===== config.mk =====
export PLATFORM = sky130hd
export DESIGN_NAME = cfg_word_loader
export DESIGN_NICKNAME = d
export VERILOG_FILES = /design/src/rtl/cfg_loader_pkg.sv /design/src/rtl/cfg_shift_reg.sv /design/src/rtl/cfg_word_decode.sv /design/src/rtl/cfg_channel_latch.sv /design/src/rtl/cfg_word_loader.sv
export SDC_FILE = /design/constraint.sdc
export NUM_CORES = 1
export LEC_CHECK = 0
export ABC_AREA = 1
export BUFFER_PORTS_ARGS = -buffer_cell sky130_fd_sc_hd__clkbuf_2
export CAP_MARGIN = 20
export CORE_MARGIN = 2
export CORE_UTILIZATION = 33
export CTS_CLUSTER_SIZE = 28
export DETAILED_ROUTE_END_ITERATION = 8
export PLACE_DENSITY = 0.51
export SETUP_SLACK_MARGIN = 0.1
export SYNTH_ARGS = -nofsm -noshare
export SYNTH_HDL_FRONTEND = slang
export SYNTH_SLANG_ARGS = --single-unit

===== constraint.sdc =====
create_clock -name clk_i -period 1.78 [get_ports clk_i]
set_input_delay 0.089 -clock clk_i [delete_from_list [all_inputs] [get_ports clk_i]]
set_output_delay 0.089 -clock clk_i [all_outputs]
set_load 0.01 [all_outputs]

===== src/rtl/cfg_loader_pkg.sv =====
package cfg_loader_pkg;
  localparam int SR_W    = 23;
  localparam int CTL_W   = 2;
  localparam int R_W     = 14;
  localparam int A_W     = 7;
  localparam int B_W     = 11;
  localparam int N_CH    = 2;   // 0: IF, 1: RF
  localparam int R_LSB   = CTL_W;
  localparam int CP_BIT  = R_LSB + R_W;
  localparam int LDS_BIT = CP_BIT + 1;
  localparam int PS_BIT  = CTL_W;
  localparam int A_LSB   = PS_BIT + 1;
  localparam int B_LSB   = A_LSB + A_W;

  typedef enum logic [CTL_W-1:0] {
    DST_IF_REF  = 2'b00,
    DST_RF_REF  = 2'b01,
    DST_IF_PROG = 2'b10,
    DST_RF_PROG = 2'b11
  } dst_e;

  typedef struct packed {
    logic [R_W-1:0] r;
    logic           cp_hi;
    logic           lds;
  } ref_t;

  typedef struct packed {
    logic [A_W-1:0] a;
    logic [B_W-1:0] b;
    logic           psel;
  } prog_t;
endpackage


===== src/rtl/cfg_shift_reg.sv =====
module cfg_shift_reg
  import cfg_loader_pkg::*;
(
  input  logic            clk_i,
  input  logic            rst_ni,
  input  logic            sclk_i,
  input  logic            sdata_i,
  input  logic            le_i,
  output logic [SR_W-1:0] word_o,
  output logic            le_rise_o
);
  logic [SR_W-1:0] sr_q;
  logic            sclk_q, le_q;
  logic            shift_en;

  assign shift_en  = sclk_i & ~sclk_q & ~le_i;
  assign le_rise_o = le_i & ~le_q;
  assign word_o    = sr_q;

  always_ff @(posedge clk_i or negedge rst_ni) begin
    if (!rst_ni) begin
      sr_q   <= '0;
      sclk_q <= 1'b0;
      le_q   <= 1'b0;
    end else begin
      sclk_q <= sclk_i;
      le_q   <= le_i;
      if (shift_en) sr_q <= {sr_q[SR_W-2:0], sdata_i};
    end
  end

  AST_SHIFT_FROZEN: assert property (@(posedge clk_i) disable iff (!rst_ni)
    le_i |=> $stable(sr_q));
  AST_SHIFT_STEP: assert property (@(posedge clk_i) disable iff (!rst_ni)
    (sclk_i && !sclk_q && !le_i) |=> (sr_q[SR_W-1:1] == $past(sr_q[SR_W-2:0])));
endmodule


===== src/rtl/cfg_word_decode.sv =====
module cfg_word_decode
  import cfg_loader_pkg::*;
#(
  parameter int R_MIN = 3,
  parameter int B_MIN = 3
) (
  input  logic [SR_W-1:0] word_i,
  input  logic            le_rise_i,
  output logic [N_CH-1:0] ref_ld_o,
  output logic [N_CH-1:0] prog_ld_o,
  output ref_t            ref_o,
  output prog_t           prog_o,
  output logic            accept_o,
  output logic            reject_o
);
  dst_e dst;
  logic is_prog, ch, ok;

  always_comb begin
    dst        = dst_e'(word_i[CTL_W-1:0]);
    is_prog    = (dst == DST_IF_PROG) || (dst == DST_RF_PROG);
    ch         = (dst == DST_RF_REF) || (dst == DST_RF_PROG);
    ref_o.r     = word_i[R_LSB +: R_W];
    ref_o.cp_hi = word_i[CP_BIT];
    ref_o.lds   = word_i[LDS_BIT];
    prog_o.psel = word_i[PS_BIT];
    prog_o.a    = word_i[A_LSB +: A_W];
    prog_o.b    = word_i[B_LSB +: B_W];
    ok = is_prog ? (int'(prog_o.b) >= B_MIN) : (int'(ref_o.r) >= R_MIN);
    accept_o  = le_rise_i & ok;
    reject_o  = le_rise_i & ~ok;
    ref_ld_o  = '0;
    prog_ld_o = '0;
    if (accept_o) begin
      if (is_prog) prog_ld_o[ch] = 1'b1;
      else         ref_ld_o[ch]  = 1'b1;
    end
  end
endmodule


===== src/rtl/cfg_channel_latch.sv =====
module cfg_channel_latch
  import cfg_loader_pkg::*;
#(
  parameter int R_MIN = 3,
  parameter int B_MIN = 3,
  parameter logic [R_W-1:0] R_RST = R_W'(3),
  parameter logic [B_W-1:0] B_RST = B_W'(3)
) (
  input  logic  clk_i,
  input  logic  rst_ni,
  input  logic  ref_ld_i,
  input  logic  prog_ld_i,
  input  ref_t  ref_i,
  input  prog_t prog_i,
  output ref_t  ref_q_o,
  output prog_t prog_q_o
);
  ref_t  ref_q;
  prog_t prog_q;

  always_ff @(posedge clk_i or negedge rst_ni) begin
    if (!rst_ni) begin
      ref_q  <= '{r: R_RST, cp_hi: 1'b0, lds: 1'b0};
      prog_q <= '{a: '0, b: B_RST, psel: 1'b0};
    end else begin
      if (ref_ld_i)  ref_q  <= ref_i;
      if (prog_ld_i) prog_q <= prog_i;
    end
  end

  assign ref_q_o  = ref_q;
  assign prog_q_o = prog_q;

  AST_REF_HOLD: assert property (@(posedge clk_i) disable iff (!rst_ni)
    !ref_ld_i |=> $stable(ref_q));
  AST_PROG_HOLD: assert property (@(posedge clk_i) disable iff (!rst_ni)
    !prog_ld_i |=> $stable(prog_q));
  AST_R_FLOOR: assert property (@(posedge clk_i) disable iff (!rst_ni)
    ref_ld_i |-> (int'(ref_i.r) >= R_MIN));
  AST_B_FLOOR: assert property (@(posedge clk_i) disable iff (!rst_ni)
    prog_ld_i |-> (int'(prog_i.b) >= B_MIN));
endmodule


===== src/rtl/cfg_word_loader.sv =====
module cfg_word_loader
  import cfg_loader_pkg::*;
#(
  parameter int R_MIN = 3,
  parameter int B_MIN = 3
) (
  input  logic           clk_i,
  input  logic           rst_ni,
  input  logic           sclk_i,
  input  logic           sdata_i,
  input  logic           le_i,
  input  logic           lock_det_i,
  input  logic           pd_mon_i,
  output logic [R_W-1:0] if_ref_div_o,
  output logic           if_cp_hi_o,
  output logic [A_W-1:0] if_a_o,
  output logic [B_W-1:0] if_b_o,
  output logic           if_psel_o,
  output logic [R_W-1:0] rf_ref_div_o,
  output logic           rf_cp_hi_o,
  output logic [A_W-1:0] rf_a_o,
  output logic [B_W-1:0] rf_b_o,
  output logic           rf_psel_o,
  output logic           lds_o,
  output logic           err_o
  , output logic         ld_pin_o
);
  logic [SR_W-1:0] word;
  logic            le_rise;
  logic [N_CH-1:0] ref_ld, prog_ld;
  ref_t            ref_w;
  prog_t           prog_w;
  logic            accept, reject;
  ref_t            ref_q  [N_CH];
  prog_t           prog_q [N_CH];
  logic            lds_q, err_q;

  cfg_shift_reg u_sr (
    .clk_i, .rst_ni, .sclk_i, .sdata_i, .le_i,
    .word_o(word), .le_rise_o(le_rise)
  );

  cfg_word_decode #(.R_MIN(R_MIN), .B_MIN(B_MIN)) u_dec (
    .word_i(word), .le_rise_i(le_rise),
    .ref_ld_o(ref_ld), .prog_ld_o(prog_ld),
    .ref_o(ref_w), .prog_o(prog_w),
    .accept_o(accept), .reject_o(reject)
  );

  for (genvar c = 0; c < N_CH; c++) begin : g_ch
    cfg_channel_latch #(
      .R_MIN(R_MIN), .B_MIN(B_MIN),
      .R_RST(R_W'(R_MIN)), .B_RST(B_W'(B_MIN))
    ) u_latch (
      .clk_i, .rst_ni,
      .ref_ld_i(ref_ld[c]), .prog_ld_i(prog_ld[c]),
      .ref_i(ref_w), .prog_i(prog_w),
      .ref_q_o(ref_q[c]), .prog_q_o(prog_q[c])
    );
  end

  // shared pin select follows whichever reference word was accepted last
  always_ff @(posedge clk_i or negedge rst_ni) begin
    if (!rst_ni) begin
      lds_q <= 1'b0;
      err_q <= 1'b0;
    end else begin
      if (|ref_ld) lds_q <= ref_w.lds;
      if (reject)      err_q <= 1'b1;
      else if (accept) err_q <= 1'b0;
    end
  end

  assign if_ref_div_o = ref_q[0].r;
  assign if_cp_hi_o   = ref_q[0].cp_hi;
  assign if_a_o       = prog_q[0].a;
  assign if_b_o       = prog_q[0].b;
  assign if_psel_o    = prog_q[0].psel;
  assign rf_ref_div_o = ref_q[1].r;
  assign rf_cp_hi_o   = ref_q[1].cp_hi;
  assign rf_a_o       = prog_q[1].a;
  assign rf_b_o       = prog_q[1].b;
  assign rf_psel_o    = prog_q[1].psel;
  assign lds_o        = lds_q;
  assign err_o        = err_q;
  assign ld_pin_o     = lds_q ? pd_mon_i : lock_det_i;

  AST_ONE_DEST: assert property (@(posedge clk_i) disable iff (!rst_ni)
    $onehot0({ref_ld, prog_ld}));
  AST_ERR_ON_REJECT: assert property (@(posedge clk_i) disable iff (!rst_ni)
    reject |=> err_o);
  AST_ERR_CLEAR: assert property (@(posedge clk_i) disable iff (!rst_ni)
    accept |=> !err_o);
  AST_LDS_HOLD: assert property (@(posedge clk_i) disable iff (!rst_ni)
    !(|ref_ld) |=> $stable(lds_o));
endmodule


# Yosys cells after proc, flatten, opt, wreduce, memory -nomap -nowiden
# Index checks and enable logic that the tools add are counted.
# totals
ff_bits	93
inputBits	7
out_inout_bits	71
word_cells	46
# classes
n_lt_le_gt_ge	4
n_eq_ne	3
mux	10
bitwise	9
n_reduce_logical	5
# op_table
cell	n
>= comparator 14 x 2 -> 1 bit (second input constant)	1
>= comparator 11 x 2 -> 1 bit (second input constant)	1
2-to-1 mux 2 bit	4
bitwise AND 1 bit	5
2-to-1 mux 1 bit	5
equality test 2 bit (second input constant)	2
NOT 1 bit	4
equality test 2 x 1 -> 1 bit (second input constant)	1
logical OR 1 bit	2
less-than comparator 1 x 2 -> 1 bit (second input constant)	1
nonzero test 2 bit	1
OR reduction 2 bit	1
demux 1 bit (select 1 bit)	1
>= comparator 1 bit (second input constant)	1
logical AND 1 bit	1

# Depth between registers and ports, before layout
# depth
depth_word	9
depth_mapped	9
mapped_depth_nobuf	8

# Hierarchy
# A second synthesis with hierarchy kept.
# hier_totals
cells_unflattened	488
hier_area_um2	4310.4
# by_module_without_submodules
mod	instances	cells_per_inst	area_per_inst_um2	seq_area_each_um2
cfg_channel_latch	2	148	1390.1	880.8
cfg_shift_reg	1	106	1003.5	625.6
cfg_word_decode	1	75	436.7	0.0
cfg_word_loader	1	11	90.1	50.0

# Worst setup path after synthesis
# OpenSTA, ideal clock, no wires.
# synth_timing
path_kind	register to register
startpoint	reg u_sr.sr_q[14] (netlist: u_sr.word_o[14])
endpoint	reg, netlist name g_ch[0].u_latch.prog_q_o[8]
setup_time_ps	120
t_arrival_ps	1246
required_ps	1660
setup_slack_ps	414
stages_incl_launch_ff	9
path_buffers	2
period_less_slack_ps	1366
cell_sequence	dfrtp_1 > nor2_1 > nand2_1 > nor2_2 > nand3_4 > nand4_2 > buf_6 > buf_6 > o21ai_2
# synth_between
elab_chain_cells	4
elab_cells_between_ends	5
classes_between	order compare (2); mux (2); bitwise (1)
# synth_rtl
element	line	text
from (decl)	cfg_shift_reg.sv:12	logic [SR_W-1:0] sr_q;
from (signal assigned)	cfg_shift_reg.sv:28	if (shift_en) sr_q <= {sr_q[SR_W-2:0], sdata_i};
>= comparator 14 x 2 -> 1 bit / >= comparator 11 x 2 -> 1 bit (equally long branches)	cfg_word_decode.sv:29	ok = is_prog ? (int'(prog_o.b) >= B_MIN) : (int'(ref_o.r) >= R_MIN);
2-to-1 mux 1 bit *	cfg_word_decode.sv:29	
bitwise AND 1 bit *	cfg_word_decode.sv:30	accept_o = le_rise_i & ok;
2-to-1 mux 2 bit *	cfg_word_decode.sv:34	if (accept_o) begin
# Every way passes the cells marked *; elsewhere a longest branch is shown, timed or not.
# A chain may end at the register's enable or synchronous reset.

# Final worst setup path
# layout_timing
startpoint	reg u_sr.sr_q[19] (netlist: u_sr.word_o[19])
endpoint	reg, netlist name g_ch[1].u_latch.prog_q_o[5]
# layout_between
elab_chain_cells	4
# layout_rtl
element	line
>= comparator 11 x 2 -> 1 bit	cfg_word_decode.sv:29
2-to-1 mux 1 bit	cfg_word_decode.sv:29
bitwise AND 1 bit	cfg_word_decode.sv:30
2-to-1 mux 2 bit	cfg_word_decode.sv:34
# No other way between the ends.

==> flow_metrics.py <==
metrics = {
    "global_route": {
        "antenna_found_initial": 0,
        "overflow": 0,
        "grt_pass1_vias": 2933,
        "grt_use_total_pct": 15.50,
        "grt_pass1_wl_um": 15300,
        "grt_start_max_net_pins": 94,
    },
    "routing": {
        "vias_per_cell": 4.702,
        "routed.top_layer": "met4",
        "wl_per_cell_um": 14.69,
        "met2_length_um": 4437,
        "drcViolationCount": 0,
        "num_vias": 2915,
        "drtPass1Iterations": 4,
        "dr_wl_met3_um": 424,
        "wl_met1_um": 4074,
        "routed_wl_um": 9107,
        "dr.first_iter.drc_count": 207,
        "ant_nets": 0,
    },
    "power": {
        "total_power_mw": 7.810,
        "ir_drop_mv": 0.5114,
        "cellPowerDensity_nw_per_um2": 1653,
        "p_leak_nw": 2.446,
    },
    "synthesis": {
        "synth_top_family_by_area": "simple AND/OR/NAND/NOR gates",
        "yosysWarnings": 0,
        "synthMuxAreaShare_pct": 0.2928,
        "synth_xor_area_share_pct": 0,
        "synthTopCellsByArea": "dfrtp_1, nand2_1, dfstp_2",
        "synthAdderAreaFrac_pct": 0,
        "synth_top_area_cell": "dfrtp_1",
        "synth.top_cell.area_share_pct": 55.30,
        "synth-simple-area-share_pct": 22.19,
        "syn_avg_cell_area_um2": 10.04,
        "syn_nets": 390,
        "syn_area_um2": 3846,
        "yosys.cell_types.count": 24,
        "syn_inst": 383,
        "synth-seq-cells": 93,
        "synth_seq_area_share_pct": 60.77,
        "synth_compound_gate_area_share_pct": 10.08,
    },
    "sta": {
        "slew-limit-headroom_pct": 65.06,
        "period_minus_slack_ns": 1.628,
        "skew_ns": 0.005122,
        "rsz0062_at_grt": "yes",
        "fin_crit_sh_pct": 91.44,
        "fmax_ghz": 0.6144,
        "hold_violations": 0,
        "tightestPinTransition_ns": 0.5242,
        "final.setup.tns_ns": 0,
        "slew_viol_final": 0,
        "fin_ws_ns": 0.1524,
        "setup_violations": 0,
    },
    "clocking": {
        "cts_tree": "done",
        "htree_levels": 3,
        "clockBufferDepth": 2,
        "cts.clk_slew.worst_paths_ns": 0.06,
        "clk_root_buffer_cell": "clkbuf_16",
        "numCtsBuffers": 9,
        "clkLatencyLatePin_ns": 0.34,
        "cts.sinks": 93,
    },
    "place": {
        "dp.cells": 601,
        "placed_area_um2": 4424,
        "dp_hpwl_um": 6148,
        "port_buffers": 77,
        "place_congestion": 0.7944,
        "place_ws_ns": 0.08631,
    },
    "cells_and_area": {
        "fillCellCount": 1161,
        "final_cell_mix": "nand2_1, dfrtp_1, clkbuf_2, o21ai_0, nand3_1",
        "drive_gt1_share_pct": 35.22,
        "nets": 480,
        "stdcell_count": 620,
        "diodes": 0,
        "syn2layout_area_growth_pct": 22.87,
        "final_common_cell": "nand2_1",
        "fin_area_um2": 4726,
    },
    "floorplanning": {
        "die_x_um": 112.0,
        "core_area_um2": 11420,
        "initial_utilization_pct": 33.68,
        "row_count": 39,
        "dieArea_um2": 12540,
        "die_y_um": 112.0,
        "io-pin-count": 78,
    },
    "worst_hold_path": {
        "hold_class": "in2reg",
    },
    "worst_setup_path": {
        "worstSetupEndpointType": "flip-flop",
        "arrival_ns": 1.89,
        "worstPathMaxFanout": 18,
        "start_kind": "flip-flop",
        "criticalPathCategory": "reg2reg",
        "worstPathRequired_ns": 2.05,
    },
    "job": {
        "drv_cap": 0,
    },
    "run_status": {
        "status": "complete, no violations",
    },
}
==> critical path, cell delays in order (launching register included) <==
cell and delay, ns:
dfrtp_1 0.40, nor2_1 0.14, nand2_1 0.09, nor2_2 0.17, nand3_4 0.14, nand4_2 0.27
buf_12 0.22, nand2_2 0.07, o21ai_2 0.05
==> logic make-up (layout without fill, tap and decap cells) <==
family                 Yosys count  count (layout)
AO/OA/AOI/OAI                   61              61
flip-flops                      93              93
buffers and inverters           43             136
AND/OR/NAND/NOR                185             186
multiplexers                     1               1
==> area by class of cell <==
type                            instances  area [um2]  share of cell area [%]
Timing Repair Buffer                   97       595.6                   12.60
Clock inverter                          2       10.01                  0.2118
Clock buffer                           13       250.2                   5.295
Inverter                               24       90.09                   1.906
Multi-Input combinational cell        248        1264                   26.74
Tap cell                              143       178.9                   3.786
Sequential cell                        93        2337                   49.46
==> cell usage after synthesis (all sizes together) <==
master / instances
a21oi: 2
buf: 11
clkbuf: 8
dfrtp: 85
dfstp: 8
inv: 24
mux2: 1
nand2: 127
nand3: 32
nand3b: 1
nand4: 5
nor2: 20
o21ai: 59
==> flip-flops by register name, summed over array words and instances, names as in the netlist <==
signal and flops:
lds_o 1, g_ch.u_latch.ref_q_o 30, u_sr.word_o 21, err_o 1
g_ch.u_latch.prog_q_o 38, u_sr.le_q 1, u_sr.sclk_q 1
==> metrics by stage <==
stage	hold slack, ns	util [%]
after global routing	0.04022	41.39
after CTS	0.0005019	41.34
after detailed placement	0.1850	38.75
after floorplan	-0.2066	-
final	0.006274	41.39
after global placement	0.1836	38.75
==> metal layers <==
layer,track usage (%),vias up
li1,-,1422
met1,20.15,1403
met2,25.25,74
met3,3.593,16
met4,6.098,0
met5,0,-
==> path summary, 6_finish.rpt <==
check | from | endpoint | slack, ns | depth (start not counted)
min reg2reg | g_ch[1].u_latch.prog_q_o[1]$_DFFE_PN1P_ | g_ch[1].u_latch.prog_q_o[1]$_DFFE_PN1P_ | 0.47 | 2
max in group asynchronous | rst_ni | g_ch[0].u_latch.prog_q_o[2]$_DFFE_PN1P_ | 1.03 | 3
max | u_sr.word_o[19]$_DFFE_PN0P_ | g_ch[1].u_latch.prog_q_o[5]$_DFFE_PN0P_ | 0.15 | 8
min | sdata_i | u_sr.word_o[0]$_DFFE_PN0P_ | 0.006 | 3
min in group asynchronous | rst_ni | g_ch[1].u_latch.prog_q_o[0]$_DFFE_PN0P_ | 0.31 | 3
max reg2reg | u_sr.word_o[19]$_DFFE_PN0P_ | g_ch[1].u_latch.prog_q_o[5]$_DFFE_PN0P_ | 0.15 | 8
==> where the power goes <==
part           switching [mW]  total (mW)  internal (mW)
clock network           0.763        1.74          0.974
logic                    1.51        2.57           1.06
registers               0.557        3.50           2.95
==> timing repair <==
item / in CTS / in global routing
resized for setup: 0 / 1
setup buffers: 0 / 0
hold buffers: 3 / 0
pin swaps: 1 / 0
setup endpoints to repair: 2 / 45
endpoints found under the hold margin: 87 / 0
gates cloned: 1 / 0
No activity file was read; power rests on OpenSTA's default activity.
